[src/rtl/plso_pkg.sv]
package plso_pkg;

   // Operation chosen by the core for the current system-clock cycle
   typedef enum logic [1:0] {
      OP_IDLE  = 2'd0,
      OP_LOAD  = 2'd1,
      OP_SHIFT = 2'd2
   } plso_op_e;

   // Positions of the control bits inside the synchroniser vector
   localparam int unsigned CTL_LOAD = 0;
   localparam int unsigned CTL_HOLD = 1;
   localparam int unsigned CTL_CLK  = 2;
   localparam int unsigned CTL_W    = 3;

endpackage

[src/rtl/plso_sync.sv]
module plso_sync #(
   parameter int unsigned WIDTH  = 3,
   parameter int unsigned STAGES = 2,
   parameter logic [WIDTH-1:0] RST_VAL = '1
) (
   input  logic             clk,
   input  logic             rst_n,
   input  logic [WIDTH-1:0] d,
   output logic [WIDTH-1:0] q
);

   generate
      if (STAGES < 2) begin : g_bad_stages
         $error("plso_sync: STAGES must be at least 2");
      end
      if (WIDTH < 1) begin : g_bad_width
         $error("plso_sync: WIDTH must be at least 1");
      end
   endgenerate

   genvar gi;
   generate
      for (gi = 0; gi < WIDTH; gi++) begin : g_bit
         logic [STAGES-1:0] chain;
         always_ff @(posedge clk or negedge rst_n) begin
            if (!rst_n) begin
               chain <= {STAGES{RST_VAL[gi]}};
            end else begin
               chain <= {chain[STAGES-2:0], d[gi]};
            end
         end
         assign q[gi] = chain[STAGES-1];
      end
   endgenerate

endmodule

[src/rtl/plso_edge.sv]
module plso_edge (
   input  logic clk,
   input  logic rst_n,
   input  logic level,
   output logic rise
);

   logic prev;

   // Reset to 1 so that a clock already high at reset release gives no edge
   always_ff @(posedge clk or negedge rst_n) begin
      if (!rst_n) begin
         prev <= 1'b1;
      end else begin
         prev <= level;
      end
   end

   assign rise = level & ~prev;

   // one device-clock edge gives a single-cycle shift request
   a_r4_single_pulse: assert property (@(posedge clk) disable iff (!rst_n)
      rise |=> !rise);

endmodule

[src/rtl/plso_core.sv]
module plso_core
   import plso_pkg::*;
#(
   parameter int unsigned WIDTH = 8
) (
   input  logic             clk,
   input  logic             rst_n,
   input  logic [WIDTH-1:0] par_in,
   input  logic             ser_in,
   input  logic             load_s_n,
   input  logic             hold_s,
   input  logic             rise,
   output logic [WIDTH-1:0] stages
);

   localparam int unsigned TOP = WIDTH - 1;

   generate
      if (WIDTH < 2) begin : g_bad_width
         $error("plso_core: WIDTH must be at least 2");
      end
   endgenerate

   plso_op_e         op;
   logic [WIDTH-1:0] shifted;

   // Load wins over everything; an inhibited or absent edge leaves contents alone
   always_comb begin
      if (!load_s_n) begin
         op = OP_LOAD;
      end else if (rise && !hold_s) begin
         op = OP_SHIFT;
      end else begin
         op = OP_IDLE;
      end
   end

   genvar gi;
   generate
      for (gi = 0; gi < TOP; gi++) begin : g_move
         assign shifted[gi] = stages[gi+1];
      end
   endgenerate
   assign shifted[TOP] = ser_in;

   always_ff @(posedge clk or negedge rst_n) begin
      if (!rst_n) begin
         stages <= '0;
      end else begin
         unique case (op)
            OP_LOAD:  stages <= par_in;
            OP_SHIFT: stages <= shifted;
            default:  stages <= stages;
         endcase
      end
   end

   // low control captures the bus
   a_r2_load_copies: assert property (@(posedge clk) disable iff (!rst_n)
      !load_s_n |=> stages == $past(par_in));

   // an edge during load does not shift
   a_r3_load_beats_clock: assert property (@(posedge clk) disable iff (!rst_n)
      (!load_s_n && rise) |=> stages == $past(par_in));

   // qualified edge moves every bit one place toward stage 0
   a_r4_shift_step: assert property (@(posedge clk) disable iff (!rst_n)
      (load_s_n && rise && !hold_s) |=>
         stages == {$past(ser_in), $past(stages[TOP:1])});

   // inhibit freezes the contents
   a_r5_hold_freezes: assert property (@(posedge clk) disable iff (!rst_n)
      (load_s_n && hold_s) |=> $stable(stages));

   // no rising edge in shift mode means no change
   a_r7_no_edge_no_change: assert property (@(posedge clk) disable iff (!rst_n)
      (load_s_n && !rise) |=> $stable(stages));

endmodule

[src/rtl/plso_shifter.sv]
module plso_shifter
   import plso_pkg::*;
#(
   parameter int unsigned WIDTH       = 8,
   parameter int unsigned SYNC_STAGES = 2,
   parameter bit          REG_OUT     = 1'b0
) (
   input  logic             sys_clk,
   input  logic             rst_n,
   input  logic [WIDTH-1:0] par_in,
   input  logic             ser_in,
   input  logic             load_n,
   input  logic             dev_clk,
   input  logic             clk_hold,
   output logic             q_out,
   output logic             q_out_n
);

   logic [CTL_W-1:0] ctl_raw;
   logic [CTL_W-1:0] ctl_s;
   logic             rise;
   logic [WIDTH-1:0] stages;
   logic             out_bit;

   assign ctl_raw[CTL_LOAD] = load_n;
   assign ctl_raw[CTL_HOLD] = clk_hold;
   assign ctl_raw[CTL_CLK]  = dev_clk;

   // All controls reset high: shift mode, held, clock high (no false edge)
   plso_sync #(
      .WIDTH   (CTL_W),
      .STAGES  (SYNC_STAGES),
      .RST_VAL ({CTL_W{1'b1}})
   ) u_sync (
      .clk   (sys_clk),
      .rst_n (rst_n),
      .d     (ctl_raw),
      .q     (ctl_s)
   );

   plso_edge u_edge (
      .clk   (sys_clk),
      .rst_n (rst_n),
      .level (ctl_s[CTL_CLK]),
      .rise  (rise)
   );

   plso_core #(
      .WIDTH (WIDTH)
   ) u_core (
      .clk      (sys_clk),
      .rst_n    (rst_n),
      .par_in   (par_in),
      .ser_in   (ser_in),
      .load_s_n (ctl_s[CTL_LOAD]),
      .hold_s   (ctl_s[CTL_HOLD]),
      .rise     (rise),
      .stages   (stages)
   );

   generate
      if (REG_OUT) begin : g_reg_out
         logic q_r;
         always_ff @(posedge sys_clk or negedge rst_n) begin
            if (!rst_n) begin
               q_r <= 1'b0;
            end else begin
               q_r <= stages[0];
            end
         end
         assign out_bit = q_r;
      end else begin : g_comb_out
         assign out_bit = stages[0];
      end
   endgenerate

   assign q_out   = out_bit;
   assign q_out_n = ~out_bit;

   // reset leaves the output stage clear
   a_r1_reset_clear: assert property (@(posedge sys_clk)
      !rst_n |-> (q_out == 1'b0));

endmodule

[config.mk]
export PLATFORM = sky130hd
export DESIGN_NAME = plso_shifter
export DESIGN_NICKNAME = d
export VERILOG_FILES = /design/src/rtl/plso_pkg.sv /design/src/rtl/plso_sync.sv /design/src/rtl/plso_edge.sv /design/src/rtl/plso_core.sv /design/src/rtl/plso_shifter.sv
export SDC_FILE = /design/constraint.sdc
export NUM_CORES = 1
export LEC_CHECK = 0
export ABC_AREA = 1
export BUFFER_PORTS_ARGS = -buffer_cell sky130_fd_sc_hd__buf_2
export CORE_AREA = 2 2 39 41
export CTS_CLUSTER_SIZE = 40
export DETAILED_ROUTE_END_ITERATION = 16
export DIE_AREA = 0 0 41 43
export PLACE_DENSITY = 0.7
export SYNTH_ARGS = -nofsm -noshare
export SYNTH_HDL_FRONTEND = slang
export SYNTH_SLANG_ARGS = --single-unit
[constraint.sdc]
create_clock -name sys_clk -period 1.4 [get_ports sys_clk]
set_input_delay 0.28 -clock sys_clk [delete_from_list [all_inputs] [get_ports sys_clk]]
set_output_delay 0.28 -clock sys_clk [all_outputs]
set_load 0.03 [all_outputs]
---- Yosys cells after proc, flatten, opt, wreduce, memory -nomap -nowiden ----
Index checks and enable logic that the tools add are counted.
cells by class
  bitwise logic cells ..................... 3
  equality and inequality tests ........... 2
  reduce and logical (&&, ||, !) cells .... 3
  multiplexer cells ....................... 3
operators by type and width
  kind                count
  $pmux 8 s2          1
  $mux 2              2
  $eq 2x1->1 const B  1
  $eq 2x2->1 const B  1
  $not 1->1           2
  $reduce_bool 2->1   1
  $and 1x1->1         1
  $logic_and 1x1->1   1
  $logic_not 1->1     1
storage, ports and cells
  output and inout port bits .............. 2
  input bits .............................. 14
  word-level logic and storage cells ...... 16
  register bits after elaboration ......... 15

---- Longest topological paths before layout ----
Gate-level depths: netlist (run 1).
  word-level depth ........................ 7
  gate-level depth with buffers ........... 4
  depth with buffers taken out ............ 4

---- Hierarchy ----
Synthesis (run 1) repeated with hierarchy kept, for this count alone.
unflattened totals
  cells, all modules ...................... 59
  area total of the unflattened synthesis .. 633.1 um^2
modules (own cells, without submodules)
  module        instances  area an instance (um^2)  cells an instance
  plso_core     1          412.9                    46
  plso_sync     1          180.2                    9
  plso_edge     1          36.3                     3
  plso_shifter  1          3.8                      1

---- Worst setup path after synthesis (run 1) ----
Ideal clock, no wire load.
  path type ............................... register -> output
  from .................................... reg u_core.stages[0]
  to ...................................... out q_out_n
  arrival time ............................ 0.730 ns
  required time ........................... 1.120 ns
  path buffers ............................ 0
  slack ................................... 0.390 ns
  cell stages (with the launch flop) ...... 2
  cells stage by stage .................... dfrtp_1 -> inv_1
on the way
  word-level cells in the longest chain between the ends .. 1
ends and longest elaborated chain
  what                      line                RTL
  start: declaration        plso_core.sv:13     output logic [WIDTH-1:0] stages
  start signal: assignment  plso_core.sv:51     OP_LOAD: stages <= par_in;
  start signal: assignment  plso_core.sv:52     OP_SHIFT: stages <= shifted;
  start signal: assignment  plso_core.sv:53     default: stages <= stages;
  $not 1->1                 plso_shifter.sv:78  assign q_out_n = ~out_bit;
  end: declaration          plso_shifter.sv:16  output logic q_out_n
No other way between the ends.

---- Final worst setup path (run 1) ----
Same ends and word-level chain as after synthesis.

==> flow_summary.yaml, run 1 <==
outcome:
  status: "complete, no violations"
final_layout:
  synthToLayoutAreaGrowth_pct: 20.7
  final_common_cell: "nand3_1"
  postLayoutCoreUtil_pct: 52.3
  layout_common_cells: "16 x nand3_1, 15 x buf_2, 8 x nand4_1, 8 x nand2_1, 8 x dfrtp_1"
  drive_gt1_share_pct: 41.3
  nets: 90
  fillCellCount: 138
  area.sequential_um2: 384
  antenna_cells: 0
  multiInputGateArea_um2: 181
power:
  p_sw_share_pct: 25.0
  power_density_nw_per_um2: 1150
  seq_power_share_pct: 59.4
  p_int_uw: 626
  vdd_drop_max_mv: 0.697
  pwr-share-comb_pct: 12.0
  p_sw_uw: 208
  p_clk_share_pct: 28.6
  leakage_nw: 0.347
critical_path:
  slowest_stage: "dfrtp_1"
  slowest_delay_ns: 0.39
  path_delay_family: "flip-flops"
  cp_num_buf_inv: 2
  path_depth: 2
  path_max_fanout: 3
  path_cells: "inv_1 > buf_2"
  end_kind: "output pin"
  crit_required_ns: 1.12
  critPathArrivalTime_ns: 0.90
  start_kind: "flop"
  r2r_cells: 3
  crit_type: "flop to output pin"
clocking:
  cts_setup_buffers: 0
  clock_path_buffers: 2
  cts_sinks: 15
  postCtsResizedCells: 0
  hold_buffers: 1
  clk_pin_slew_worst_paths_ns: 0.08
  cts_tree: "built"
  cts_buffers: 3
  clock_latency_ns: 0.28
  cts_root_buffer: "clkbuf_4"
  cts_max_level: 1
logic_synthesis:
  yosysSeqAreaShare_pct: 64.1
  syn_nets: 70
  syn_inst: 56
  ys_ff_latch: 15
  syn_avg_cell_area_um2: 10.7
  ys_warn_count: 0
  syn_area_um2: 599
  ys_types: 10
route:
  drt_iter0_drc: 15
  drc: 0
  detail-route-antenna-nets: 0
  vias_per_cell: 5.30
  wl_per_cell_um: 12.0
  num_vias: 482
  drt_first_pass_iters: 4
  drt_wl_total_um: 1100
sta:
  slew_violations: 0
  rsz0062_at_grt: "no"
  slew_headroom_pct: 78.1
  fmax_ghz: 0.844
  skew_ns: 0.00441
  tightestPinTransition_ns: 0.328
  hold_viol_final: 0
  min_period_ns: 1.18
  setup_violations: 0
  fin_setup_tns_ns: 0
  finalCritPeriodShare_pct: 84.6
die:
  fp-row-count: 14
  fp.dieW_um: 41
  start_util_pct: 43.3
  coreArea_um2: 1380
  die_y_um: 43
  dieArea_um2: 1760
  io_pins: 16
job:
  drv_cap: 0
grt:
  antenna_found_initial: 0
  grt.total_usage_pct: 17.5
  grt_max_degree: 16
  grt_pass1_wl_um: 1950
  first_global_vias: 444
  grt_overflow: 0
place:
  portBuffers: 15
  gp_congestion: 0.766
  hpwl_um: 782
hold_path:
  whs_path_depth: 1
  hold_path_class: "primary input to flop"
[synth_stat cells, drive strengths merged]
cell / n / area (um2)
buf: 2 / 15.0
dfrtp: 8 / 200
dfstp: 7 / 184
inv: 5 / 18.8
nand2: 8 / 30.0
nand3: 17 / 90.1
nand4: 8 / 50.1
nor2: 1 / 11.3
[cells by family after synthesis]
group                  share of synthesized area (%)
and+or+nand+nor                                 30.3
buffers and inverters                           5.64
DFF                                             64.1
[worst reg2reg max path, delay by kind of cell (launching register included)]
family           cells  cell delay, ns
AND/OR/NAND/NOR      3            0.38
flip-flops           1            0.56
[state kept, by name, indices dropped and copies added (netlist names)]
name and flops:
u_edge.prev 1, u_sync.g_bit.chain 6, u_core.stages 8
[path summary, 6_finish.rpt]
kind	slack, ns	to	start
max in group asynchronous	0.68	u_sync.g_bit[2].chain[0]	rst_n
min in group asynchronous	0.42	u_core.stages[2]	rst_n
max reg2reg	0.34	u_core.stages[7]	u_sync.g_bit[2].chain[1]
max	0.22	q_out_n	u_core.stages[0]
min reg2reg	0.36	u_sync.g_bit[1].chain[1]	u_sync.g_bit[1].chain[0]
min	0.09	u_sync.g_bit[0].chain[0]	load_n
[metal layers]
layer	track usage (%)	vias to the layer above	wire length, um
met5	0	-	0
met4	16.0	0	41
met3	6.28	4	55
met2	20.0	12	514
met1	24.4	233	484
li1	-	233	-
[final cells by class]
| type | instances | share of cell area [%] |
|---|---|---|
| sequential | 15 | 53.1 |
| multi-input combinational | 34 | 25.1 |
| timing repair buffer | 17 | 12.8 |
| clock buffer | 4 | 3.63 |
| tap | 16 | 2.77 |
| inverter | 5 | 2.60 |
[power groups by stage]
stage / sequential [mW] / combinational [mW] / clock, mW
2_1_floorplan: 0.503 / 0.0559 / 0
3_5_place_dp: 0.503 / 0.0994 / 0
6_report: 0.495 / 0.100 / 0.239
5_1_grt: 0.502 / 0.115 / 0.273
4_1_cts: 0.496 / 0.102 / 0.250
3_3_place_gp: 0.503 / 0.0961 / 0
[per-stage QoR]
stage / hold WS [ns] / setup slack (ns) / std cells / total power [mW] / cell area [um2]
global route: 0.0738 / 0.132 / 91 / 0.890 / 723
floorplan: -0.0156 / 0.390 / 56 / 0.559 / 599
CTS: 0.0865 / 0.199 / 91 / 0.847 / 723
detailed placement: 0.198 / 0.357 / 86 / 0.603 / 687
finish: 0.0918 / 0.215 / 91 / 0.834 / 723
global placement: 0.195 / 0.376 / 86 / 0.599 / 687
Note: power is estimated with default switching activity, not from simulation.
==> inputs of run 2 (changes only) <==
--- a/config.mk
+++ b/config.mk
@@ -5,13 +5,13 @@
 export SDC_FILE = /design/constraint.sdc
 export NUM_CORES = 1
 export LEC_CHECK = 0
-export ABC_AREA = 1
+export ABC_AREA = 0
 export BUFFER_PORTS_ARGS = -buffer_cell sky130_fd_sc_hd__buf_2
 export CORE_AREA = 2 2 39 41
 export CTS_CLUSTER_SIZE = 40
 export DETAILED_ROUTE_END_ITERATION = 16
 export DIE_AREA = 0 0 41 43
-export PLACE_DENSITY = 0.7
+export PLACE_DENSITY = 0.68
 export SYNTH_ARGS = -nofsm -noshare
 export SYNTH_HDL_FRONTEND = slang
 export SYNTH_SLANG_ARGS = --single-unit
==> constraint.sdc (replaced) <==
create_clock -name sys_clk -period 1.2 [get_ports sys_clk]
set_input_delay 0.24 -clock sys_clk [delete_from_list [all_inputs] [get_ports sys_clk]]
set_output_delay 0.24 -clock sys_clk [all_outputs]
set_load 0.03 [all_outputs]
==> run 2 against run 1 <==
Compared with the run above: the run now ends with setup timing left; power up 18%; synthesized area shrank 5.0%; count of clock-buffer cells in the layout is the same.
==> flow_summary.yaml, run 2 <==
outcome:
  status: "finished with violations"
  failed_checks: "setup timing"
grt:
  grt_max_degree: 17
  grt_pass1_wl_um: 1600
  antenna_found_initial: 0
  first_global_vias: 372
  grt_overflow: 0
  grt.total_usage_pct: 13.9
logic_synthesis:
  yosysSeqAreaShare_pct: 67.5
  ys_types: 11
  ys_ff_latch: 15
  yosys.cell_count.top_type: "nand2_1"
  synth_common_cells: "16 x nand2_1, 8 x a31oi_1, 8 x dfrtp_1, 8 x nor2_1, 7 x dfstp_2"
  async_reset_ff_share_pct: 100
  ys.flop_type: "dfrtp_1"
  syn_avg_cell_area_um2: 10.7
  synth_area_leader_cell: "dfrtp_1"
  ys_warn_count: 0
  synth-edff-count: 0
  yosysTopAreaCellShare_pct: 35.2
  syn_nets: 67
  syn_inst: 53
  syn_area_um2: 569
  yosys-top-cells-area: "dfrtp_1 35%, dfstp_2 32%, nand2_1 11%, a31oi_1 8.8%, nor2_1 5.3%"
die:
  fp.dieW_um: 41
  fp-row-count: 14
  coreArea_um2: 1380
  die_y_um: 43
  io_pins: 16
  dieArea_um2: 1760
  start_util_pct: 41.1
sta:
  slew_headroom_pct: 77.6
  fmax_ghz: 0.788
  tightestPinTransition_ns: 0.336
  setup_violations: 8
  finalCritPeriodShare_pct: 106
  worst_slack_ns: -0.0694
  hold_viol_final: 0
  min_period_ns: 1.27
  fin_setup_tns_ns: -0.471
  rsz0062_at_grt: "yes"
  skew_ns: 0.00360
  slew_violations: 0
final_layout:
  reg_top3: "u_core.stages: 8 flops, u_sync.g_bit.chain: 6 flops, u_edge.prev: 1 flops"
  postLayoutCoreUtil_pct: 53.9
  final_common_cell: "buf_2"
  nets: 88
  regMostFlops: "u_core.stages"
  drive_gt1_share_pct: 52.1
  largest_reg_flops: 8
  antenna_cells: 0
  layout_common_cells: "14 x buf_2, 9 x nand2_1, 8 x nor2_1, 8 x dfrtp_1"
  synthToLayoutAreaGrowth_pct: 31.0
hold_path:
  hold_start: "clk_hold"
  min_to: "u_sync.g_bit[1].chain[0]"
  whs_path_depth: 1
  hold_path_class: "primary input to flop"
clocking:
  cts_root_buffer: "clkbuf_4"
  clock_latency_ns: 0.27
  clk_pin_slew_worst_paths_ns: 0.08
  cts_sinks: 15
  cts_buffers: 3
  cts_tree: "built"
  cts_max_level: 1
  clock_path_buffers: 2
route:
  num_vias: 421
  drt_iter0_drc: 2
  wl_per_cell_um: 11.0
  detail-route-antenna-nets: 0
  drt_wl_total_um: 980
  vias_per_cell: 4.73
  drt_first_pass_iters: 3
  drc: 0
critical_path:
  crit_required_ns: 1.35
  critPathArrivalTime_ns: 1.42
  crit_type: "flop to flop"
  path_max_fanout: 8
  reg2reg_to: "u_core.stages[6]"
  worstReg2RegStart: "u_sync.g_bit[2].chain[1]"
  r2r_cells: 3
  end_kind: "flop"
  start_kind: "flop"
  regToRegSetupSlack_ns: -0.07
power:
  vdd_drop_max_mv: 0.770
  p_int_uw: 747
  p_clk_share_pct: 27.9
  p_sw_share_pct: 24.4
  seq_power_share_pct: 59.4
  power_uw: 988
  power_density_nw_per_um2: 1320
  p_sw_uw: 241
  leakage_nw: 0.342
  pwr-share-comb_pct: 12.7
place:
  gp_congestion: 0.721
  hpwl_um: 653
  portBuffers: 15
job:
  drv_cap: 0
run 2: cell types whose count changed after synthesis, moves of 2 or more:
cell     change
nand3_1     -16
a31oi_1      +8
nand2_1      +8
nand4_1      -8
nor2_1       +8
inv_2        -3
buf_4        -2
run 2: worst max-delay path, stage by stage (launching register included):
cell     delay [ns]
dfstp_2        0.54
or3b_4         0.44
nand2_1        0.09
a31oi_1        0.08
run 2: through the flow:
| stage | std cells | setup slack (ns) | area, um2 | hold WS [ns] |
|---|---|---|---|---|
| floorplan | 53 | -0.0456 | 569 | -0.0556 |
| detailed placement | 83 | -0.117 | 659 | 0.161 |
| finish | 89 | -0.0694 | 746 | 0.0572 |
| global route | 89 | -0.150 | 746 | 0.0277 |
| global placement | 83 | -0.106 | 659 | 0.154 |
| CTS | 88 | -0.0490 | 703 | 0.0443 |
run 2: per-layer routing:
layer	track usage, %	wire length (um)	vias to the layer above
met3	4.71	59	2
met2	16.3	456	10
met4	8.00	14	0
met5	0	0	-
met1	21.5	449	195
li1	-	-	214
run 2: layout make-up:
class                           count  area, um2
Multi-Input combinational cell     34        194
Clock buffer                        4       26.3
Fill cell                         133        638
Inverter                            1       3.75
Timing Repair Buffer               19        118
Sequential cell                    15        384
Tap cell                           16       20.0
run 2: cell families (layout without fill, tap and decap cells):
family,Yosys count,count (layout),synth area share [%]
buf+inv,4,24,4.17
flops,15,15,67.5
compound gates,8,8,8.79
simple gates,26,26,19.6
run 2: repair_timing:
item / 4_1_cts / 5_1_grt
hold buffers: 1 / 0
buffers inserted: 0 / 1
setup endpoints to repair: 8 / 9
pin swaps: 4 / 6
endpoints found under the hold margin: 8 / 0
gates resized for setup: 3 / 11
run 2: how the worst max path moves through the flow:
stage / startpoint / to / slack [ns] / cells past startpoint
after floorplan: u_sync.g_bit[2].chain[1] / u_core.stages[0] / -0.05 / 4
after global placement: u_sync.g_bit[2].chain[1] / u_core.stages[4] / -0.11 / 3
after detailed placement: u_sync.g_bit[2].chain[1] / u_core.stages[4] / -0.12 / 3
after CTS: u_sync.g_bit[2].chain[1] / u_core.stages[7] / -0.05 / 3
after global routing: u_sync.g_bit[2].chain[1] / u_core.stages[6] / -0.15 / 5
final: u_sync.g_bit[2].chain[1] / u_core.stages[6] / -0.07 / 3
run 2: power by group through the flow:
stage	Sequential (mW)	Combinational, mW	Clock (mW)
floorplan	0.585	0.0598	0
global placement	0.589	0.101	0
detailed placement	0.589	0.104	0
CTS	0.583	0.110	0.291
global route	0.593	0.141	0.321
finish	0.586	0.125	0.276
